--- src/rtl/mcf_pkg.sv ---
package mcf_pkg;
   // Sequencer states of the fan-out engine
   typedef enum logic [2:0] {
      ST_IDLE,
      ST_WR_HI,
      ST_WR_LO,
      ST_WR_REF,
      ST_ENQ,
      ST_DROP
   } mcf_state_e;

   // Group MAC prefix for IPv4 multicast
   localparam logic [23:0] MAC_PREFIX = 24'h01005E;

   // Descriptor word indices, decoded by the neighbouring blocks
   localparam logic [2:0] WORD_MAC_HI = 3'd3;
   localparam logic [2:0] WORD_MAC_LO = 3'd4;
   localparam logic [2:0] WORD_REF    = 3'd5;
endpackage

--- src/rtl/mcf_mac_map.sv ---
module mcf_mac_map
   import mcf_pkg::*;
#(
   parameter int ADDR_W = 32
) (
   input  logic [ADDR_W-1:0] dip_i,
   output logic [47:0]       mac_o
);
   if (ADDR_W < 23) begin : g_bad_width
      $error("mcf_mac_map: address narrower than 23 bits");
   end

   // prefix, one zero bit, then the low 23 address bits
   assign mac_o = {MAC_PREFIX, 1'b0, dip_i[22:0]};
endmodule

--- src/rtl/mcf_popcount.sv ---
module mcf_popcount #(
   parameter int W     = 10,
   parameter int CNT_W = 4
) (
   input  logic [W-1:0]     vec_i,
   output logic [CNT_W-1:0] cnt_o
);
   if (W >= (1 << CNT_W)) begin : g_bad_width
      $error("mcf_popcount: count field too narrow for vector");
   end

   logic [CNT_W-1:0] acc [W+1];
   assign acc[0] = '0;

   for (genvar i = 0; i < W; i++) begin : g_add
      assign acc[i+1] = acc[i] + CNT_W'(vec_i[i]);
   end

   assign cnt_o = acc[W];
endmodule

--- src/rtl/mcf_lowbit.sv ---
module mcf_lowbit #(
   parameter int W     = 10,
   parameter int IDX_W = 4
) (
   input  logic [W-1:0]     vec_i,
   output logic [W-1:0]     onehot_o,
   output logic [IDX_W-1:0] idx_o,
   output logic             any_o
);
   if (W > (1 << IDX_W)) begin : g_bad_width
      $error("mcf_lowbit: index too narrow for vector");
   end

   logic [W:0] seen;
   assign seen[0] = 1'b0;

   for (genvar i = 0; i < W; i++) begin : g_chain
      assign onehot_o[i] = vec_i[i] & ~seen[i];
      assign seen[i+1]   = seen[i] | vec_i[i];
   end

   assign any_o = seen[W];

   always_comb begin
      idx_o = '0;
      for (int i = 0; i < W; i++) begin
         if (onehot_o[i]) idx_o = IDX_W'(i);
      end
   end

   // lowest set bit chosen: exactly one bit when any is set
   always_comb begin
      if (any_o) assert_one_pick_R6: assert ($onehot(onehot_o));
   end
endmodule

--- src/rtl/mcast_fanout.sv ---
module mcast_fanout
   import mcf_pkg::*;
#(
   parameter int NUM_PORTS   = 5,
   parameter int NUM_PLUGINS = 5,
   parameter int BUF_W       = 24,
   parameter int QID_W       = 17,
   parameter int STATS_W     = 16,
   parameter int REF_W       = 4,
   localparam int CV_W       = NUM_PORTS + NUM_PLUGINS,
   localparam int DEST_W     = $clog2(CV_W)
) (
   input  logic               clk,
   input  logic               rst_n,
   input  logic               req_valid,
   output logic               req_ready,
   input  logic               req_mcast,
   input  logic [BUF_W-1:0]   req_buf,
   input  logic [31:0]        req_dip,
   input  logic [CV_W-1:0]    req_cvec,
   input  logic [DEST_W-1:0]  req_port,
   input  logic [QID_W-1:0]   req_qid,
   input  logic [STATS_W-1:0] req_stats,
   output logic               dw_valid,
   output logic [BUF_W-1:0]   dw_buf,
   output logic [2:0]         dw_word,
   output logic [31:0]        dw_data,
   output logic               enq_valid,
   input  logic               enq_ready,
   output logic [BUF_W-1:0]   enq_buf,
   output logic [DEST_W-1:0]  enq_dest,
   output logic [QID_W-1:0]   enq_qid,
   output logic               free_valid,
   output logic [BUF_W-1:0]   free_buf
);
   localparam logic [DEST_W-1:0] PORT_LIM = DEST_W'(NUM_PORTS);

   if (STATS_W > 16) begin : g_bad_stats
      $error("mcast_fanout: stats index must fit in 16 bits");
   end
   if (CV_W >= (1 << REF_W)) begin : g_bad_ref
      $error("mcast_fanout: reference count too narrow for target count");
   end
   if (NUM_PORTS < 1) begin : g_bad_ports
      $error("mcast_fanout: at least one port required");
   end

   // ---------------- captured decision ----------------
   mcf_state_e         state_q, state_d;
   logic [BUF_W-1:0]   buf_q;
   logic [47:0]        mac_q;
   logic [STATS_W-1:0] stats_q;
   logic [QID_W-1:0]   qid_q;
   logic [CV_W-1:0]    pend_q, pend_d;
   logic [REF_W-1:0]   ref_q;

   // ---------------- helpers ----------------
   logic [47:0]       mac_in;
   logic [REF_W-1:0]  ref_in;
   logic [CV_W-1:0]   uni_mask;
   logic [CV_W-1:0]   load_mask;
   logic [CV_W-1:0]   pick_oh;
   logic [DEST_W-1:0] pick_idx;
   logic              pick_any;
   logic              accept;

   mcf_mac_map #(.ADDR_W(32)) u_mac (
      .dip_i (req_dip),
      .mac_o (mac_in)
   );

   mcf_popcount #(.W(CV_W), .CNT_W(REF_W)) u_pop (
      .vec_i (req_cvec),
      .cnt_o (ref_in)
   );

   mcf_lowbit #(.W(CV_W), .IDX_W(DEST_W)) u_pick (
      .vec_i    (pend_q),
      .onehot_o (pick_oh),
      .idx_o    (pick_idx),
      .any_o    (pick_any)
   );

   // unicast target as a one-bit mask, empty when out of range
   for (genvar i = 0; i < CV_W; i++) begin : g_umask
      assign uni_mask[i] = (req_port == DEST_W'(i));
   end

   assign load_mask = req_mcast ? req_cvec : uni_mask;
   assign req_ready = (state_q == ST_IDLE);
   assign accept    = req_valid && req_ready;

   // ---------------- sequencer ----------------
   always_comb begin
      state_d = state_q;
      pend_d  = pend_q;
      unique case (state_q)
         ST_IDLE: begin
            if (accept) begin
               pend_d = load_mask;
               if (load_mask == '0)
                  state_d = ST_DROP;
               else if (req_mcast)
                  state_d = ST_WR_HI;
               else
                  state_d = ST_ENQ;
            end
         end
         ST_WR_HI:  state_d = ST_WR_LO;
         ST_WR_LO:  state_d = ST_WR_REF;
         ST_WR_REF: state_d = ST_ENQ;
         ST_ENQ: begin
            if (enq_ready) begin
               pend_d = pend_q & ~pick_oh;
               if (pend_d == '0) state_d = ST_IDLE;
            end
         end
         ST_DROP: state_d = ST_IDLE;
         default: state_d = ST_IDLE;
      endcase
   end

   always_ff @(posedge clk or negedge rst_n) begin
      if (!rst_n) begin
         state_q <= ST_IDLE;
         pend_q  <= '0;
         buf_q   <= '0;
         mac_q   <= '0;
         stats_q <= '0;
         qid_q   <= '0;
         ref_q   <= '0;
      end else begin
         state_q <= state_d;
         pend_q  <= pend_d;
         if (accept) begin
            buf_q   <= req_buf;
            mac_q   <= mac_in;
            stats_q <= req_stats;
            qid_q   <= req_qid;
            ref_q   <= ref_in;
         end
      end
   end

   // ---------------- descriptor write port ----------------
   always_comb begin
      dw_valid = 1'b0;
      dw_word  = WORD_MAC_HI;
      dw_data  = '0;
      unique case (state_q)
         ST_WR_HI: begin
            dw_valid = 1'b1;
            dw_word  = WORD_MAC_HI;
            dw_data  = {mac_q[47:32], 16'(stats_q)};
         end
         ST_WR_LO: begin
            dw_valid = 1'b1;
            dw_word  = WORD_MAC_LO;
            dw_data  = mac_q[31:0];
         end
         ST_WR_REF: begin
            dw_valid = 1'b1;
            dw_word  = WORD_REF;
            dw_data  = 32'(ref_q);
         end
         default: ;
      endcase
   end
   assign dw_buf = buf_q;

   // ---------------- enqueue and release ----------------
   assign enq_valid  = (state_q == ST_ENQ) && pick_any;
   assign enq_buf    = buf_q;
   assign enq_dest   = pick_idx;
   assign enq_qid    = (pick_idx < PORT_LIM) ? qid_q : '0;
   assign free_valid = (state_q == ST_DROP);
   assign free_buf   = buf_q;

   // ---------------- assertions ----------------
   assert_idle_quiet_R1: assert property (@(posedge clk) disable iff (!rst_n)
      req_ready |-> (!dw_valid && !enq_valid && !free_valid));

   assert_ref_then_enq_R5: assert property (@(posedge clk) disable iff (!rst_n)
      (dw_valid && dw_word == WORD_REF) |=> enq_valid);

   assert_exclusive_R5: assert property (@(posedge clk) disable iff (!rst_n)
      $onehot0({dw_valid, enq_valid, free_valid}));

   assert_ascending_R6: assert property (@(posedge clk) disable iff (!rst_n)
      (enq_valid && $past(enq_valid && enq_ready)) |-> (enq_dest > $past(enq_dest)));

   assert_dest_range_R6: assert property (@(posedge clk) disable iff (!rst_n)
      enq_valid |-> (enq_dest < DEST_W'(CV_W)));

   assert_plugin_qid_R7: assert property (@(posedge clk) disable iff (!rst_n)
      (enq_valid && enq_dest >= PORT_LIM) |-> (enq_qid == '0));

   assert_hold_R8: assert property (@(posedge clk) disable iff (!rst_n)
      (enq_valid && !enq_ready) |=>
         (enq_valid && $stable(enq_dest) && $stable(enq_qid) && $stable(enq_buf)));

   assert_free_pulse_R9: assert property (@(posedge clk) disable iff (!rst_n)
      free_valid |=> (!free_valid && req_ready));

   assert_busy_R11: assert property (@(posedge clk) disable iff (!rst_n)
      (req_valid && req_ready) |=> !req_ready);
endmodule

--- config.mk ---
export PLATFORM = sky130hd
export DESIGN_NAME = mcast_fanout
export DESIGN_NICKNAME = d
export VERILOG_FILES = /design/src/rtl/mcf_pkg.sv /design/src/rtl/mcf_mac_map.sv /design/src/rtl/mcf_popcount.sv /design/src/rtl/mcf_lowbit.sv /design/src/rtl/mcast_fanout.sv
export SDC_FILE = /design/constraint.sdc
export NUM_CORES = 1
export LEC_CHECK = 0
export BUFFER_PORTS_ARGS = -buffer_cell sky130_fd_sc_hd__clkbuf_2
export CAP_MARGIN = 20
export CORE_ASPECT_RATIO = 0.7
export CORE_MARGIN = 3
export CORE_UTILIZATION = 51
export DETAILED_ROUTE_END_ITERATION = 6
export GPL_ROUTABILITY_DRIVEN = 0
export GPL_TIMING_DRIVEN = 0
export PLACE_DENSITY = 0.93
export RECOVER_POWER = 50
export SYNTH_ARGS = -nofsm -noshare
export SYNTH_HDL_FRONTEND = slang
export SYNTH_HIERARCHICAL = 1
export SYNTH_SLANG_ARGS = --single-unit
--- constraint.sdc ---
create_clock -name clk -period 2.7 [get_ports clk]
set_input_delay 0.135 -clock clk [delete_from_list [all_inputs] [get_ports clk]]
set_output_delay 0.135 -clock clk [all_outputs]
set_load 0.03 [all_outputs]
==> impl_metrics.csv <==
group,metric,value,unit
outcome,status,"completed",
placement,hpwlAfterDp,12.1,mm
clock_tree,max-clock-path-buffers,2,
power_and_ir_drop,power,0.0111,W
worst_setup_path,startpoint_type,"primary input",
clock_tree,cts.reportedPaths.clkPinSlew,0.06,ns
worst_setup_path,worst_path_max_delay_cell,"fa_2",
placement,io_buffers,207,
floorplan,initial_core_util,52.8,%
floorplan,rows,34,
floorplan,ios,240,
drt,vias_per_cell,5.14,
power_and_ir_drop,powerDensity,1180,nW/µm²
synth,async_flop_share,100,%
clock_tree,cts_root_buf,"clkbuf_16",
finish,area_growth,41.3,%
synth,syn-instance-count,581,
worst_hold_path,worstHoldPathType,"primary input to register",
flow_run,cap_violations,0,
clock_tree,h-tree-depth,4,
sta,setup_viol,0,
grt,grt_pass1_vias,5876,
clock_tree,cts_buffers,17,
floorplan,core_area,12600,µm²
worst_setup_path,critical_path_class,"primary input to register",
finish,diodes,0,
synth,synth_seq_area_share,45.9,%
drt,via_count,5597,
drt,ant_nets,0,
drt,drt-wirelength-per-cell,17.7,µm
worst_setup_path,worstPathBufferInverterCount,7,
drt,drc,0,
worst_setup_path,crit_chain,"buf_8, inv_4, fa_1, inv_2, fa_1, inv_1, fa_1, inv_1, ha_2, inv_2, fa_2, inv_2, mux2_4",
drt,dr.pass1.iters,6,
finish,final.fill_count,895,
grt,grt_max_degree,67,
synth,yosysUniqueCellTypes,52,
finish,postLayoutCoreUtil,74.7,%
sta,max_freq,372,MHz
synth,synth-seq-cells,122,
floorplan,die_w,142,µm
sta,tightest_slew,1.48,ns
worst_setup_path,cp.required,2.98,ns
power_and_ir_drop,p_leak,4.44,nW
sta,grt_setup_unrepaired,"yes",
finish,drive_gt1_share,45.5,%
sta,final_hold_viol_count,0,
clock_tree,clk_latency,0.41,ns
finish,fin_nets,1031,
worst_setup_path,slowest_delay,0.56,ns
grt,overflow,0,
synth,synth_edf_count,0,
worst_setup_path,end_kind,"register",
sta,fin_worst_skew,0.0111,ns
worst_setup_path,crit_family,"adder cells",
synth,synth_area,6650,µm²
grt,grt_pass1_wl,30.0,mm
sta,slew_headroom,1.57,%
synth,ys.warnings.count,6,
drt,wl,19.2,mm
drt,detail_route.iter0.violations,287,
sta,min_period_over_period,99.6,%
sta,slew_viol_final,0,
sta,min_period,2.69,ns
synth,avgSynthCellArea,11.4,µm²
clock_tree,cts.sinks,122,
floorplan,fp.dieH,102,µm
clock_tree,cts_tree,"built",
worst_setup_path,crit_arrival,2.97,ns
worst_setup_path,crit_path_max_fanout,3,
power_and_ir_drop,ir_worst_vdd,0.000621,V
synth,synth_ff_type,"dfrtp_1",
grt,track_usage,26.4,%
grt,antenna_found_initial,0,
floorplan,die-area,14500,µm²
[cells in the final DEF, fill, tap and decap left out, types with 3 or more instances in the layout]
cell type and count:
a21oi_1 4, a22o_1 28, a22oi_1 4, and2_1 18, buf_2 11, buf_4 104, clkbuf_1 77, clkbuf_16 17
clkbuf_2 138, clkbuf_8 4, clkinvlp_4 3, conb_1 25, dfrtp_1 121, dlygate4sd3_1 82, fa_1 5, inv_1 23
inv_2 4, mux2_2 111, mux2i_1 5, nand2_1 12, nand2b_1 8, nor2_1 28, nor3b_1 3, o21ai_0 21
o21ai_1 6, o311ai_0 4, o41ai_1 5
[final cells by class]
| type | instances | area [µm²] | share of cell area [%] |
|---|---|---|---|
| Tap cell | 162 | 203 | 2.16 |
| Buffer | 123 | 856 | 9.10 |
| Multi-Input combinational cell | 328 | 2730 | 29.1 |
| Timing Repair Buffer | 293 | 1860 | 19.8 |
| Clock inverter | 10 | 119 | 1.26 |
| Clock buffer | 21 | 450 | 4.79 |
| Inverter | 30 | 125 | 1.33 |
| Sequential cell | 122 | 3050 | 32.5 |
[synth_stat cells, types with 2 or more instances]
library cell | number | share of area [%]
nor2b_1 | 2 | 0.19
o41ai_1 | 5 | 0.66
and3_1 | 2 | 0.19
clkbuf_1 | 12 | 0.68
nand2_1 | 12 | 0.68
a22o_1 | 28 | 3.7
dfrtp_1 | 122 | 46
o311ai_0 | 4 | 0.53
fa_1 | 6 | 1.8
ha_1 | 2 | 0.38
a22oi_1 | 4 | 0.45
and3b_1 | 2 | 0.26
buf_4 | 101 | 11
conb_1 | 2 | 0.11
o21ai_0 | 21 | 1.6
inv_1 | 30 | 1.7
nor3b_1 | 3 | 0.34
nor2_1 | 29 | 1.6
nand2b_1 | 8 | 0.75
buf_2 | 11 | 0.83
mux2_2 | 113 | 19
a21oi_1 | 4 | 0.30
and2_1 | 18 | 1.7
o21ai_1 | 6 | 0.45
nor4_1 | 2 | 0.19
mux2i_1 | 5 | 0.75
o22ai_1 | 2 | 0.19
[stage by stage]
stage	instances	TNS, ns	instance area, µm²	hold slack (ns)	setup WS [ns]
6_report	1089	0	9400	0.192	0.0110
5_1_grt	1089	-3.68	9400	0.209	-0.0725
4_1_cts	1090	0	9480	0.179	0.000749
3_5_place_dp	974	-0.953	8030	0.150	-0.461
3_3_place_gp	973	-45.46	7990	0.366	-0.452
2_1_floorplan	604	-0.304	6750	-0.161	-0.159
[per-layer routing]
layer	vias to the layer above	part of all wire [%]	global-route usage, %
li1	2574	-	-
met1	2726	39	31.1
met2	254	52	46.1
met3	43	7.3	7.88
met4	0	2.4	9.35
met5	-	0	0
[worst paths after layout]
kind / endpoint / cells after the start / slack, ns / from
max reg2reg: state_q[2] / 8 / 0.30 / pend_q[2]
min in group asynchronous: mac_q[46] / 2 / 0.63 / rst_n
max: ref_q[1] / 13 / 0.01 / req_cvec[9]
min: pend_q[8] / 5 / 0.19 / req_cvec[8]
min reg2reg: qid_q[11] / 1 / 0.50 / qid_q[11]
max in group asynchronous: ref_q[2] / 3 / 0.34 / rst_n
[state kept, by name, indices dropped and copies added (netlist names)]
name / cells
mac_q: 48
dw_buf: 24
qid_q: 17
stats_q: 16
pend_q: 10
ref_q: 4
state_q: 3
[report_power, final]
group / total [W] / internal, W / switching [W]
logic: 0.00536 / 0.00223 / 0.00314
registers: 0.00352 / 0.00278 / 0.000745
clock network: 0.00221 / 0.00138 / 0.000824
[worst register-to-register path: cells and delay by family (launching register included)]
family          cells  cell delay, ns
compound gates      3            0.82
flops               1            0.48
simple gates        4            0.77
buf+inv             1            0.19
[cell families after synthesis]
logic type	count (synthesis)	share of synthesized area, %
buf+inv	154	14.6
flops	122	45.9
mux	118	19.9
simple gates	92	7.96
compound gates	84	9.24
fa+ha+maj	8	2.18
other cells	2	0.113
xor+xnor	1	0.132
[timing repair]
| item | in CTS | in global routing |
|---|---|---|
| gates resized for setup | 10 | 16 |
| hold buffers | 82 | 0 |
| buffers inserted | 3 | 0 |
| setup endpoints to repair | 12 | 22 |
| endpoints found under the hold margin | 137 | 0 |
| pin swaps | 5 | 6 |
No activity file was read; power rests on OpenSTA's default activity.
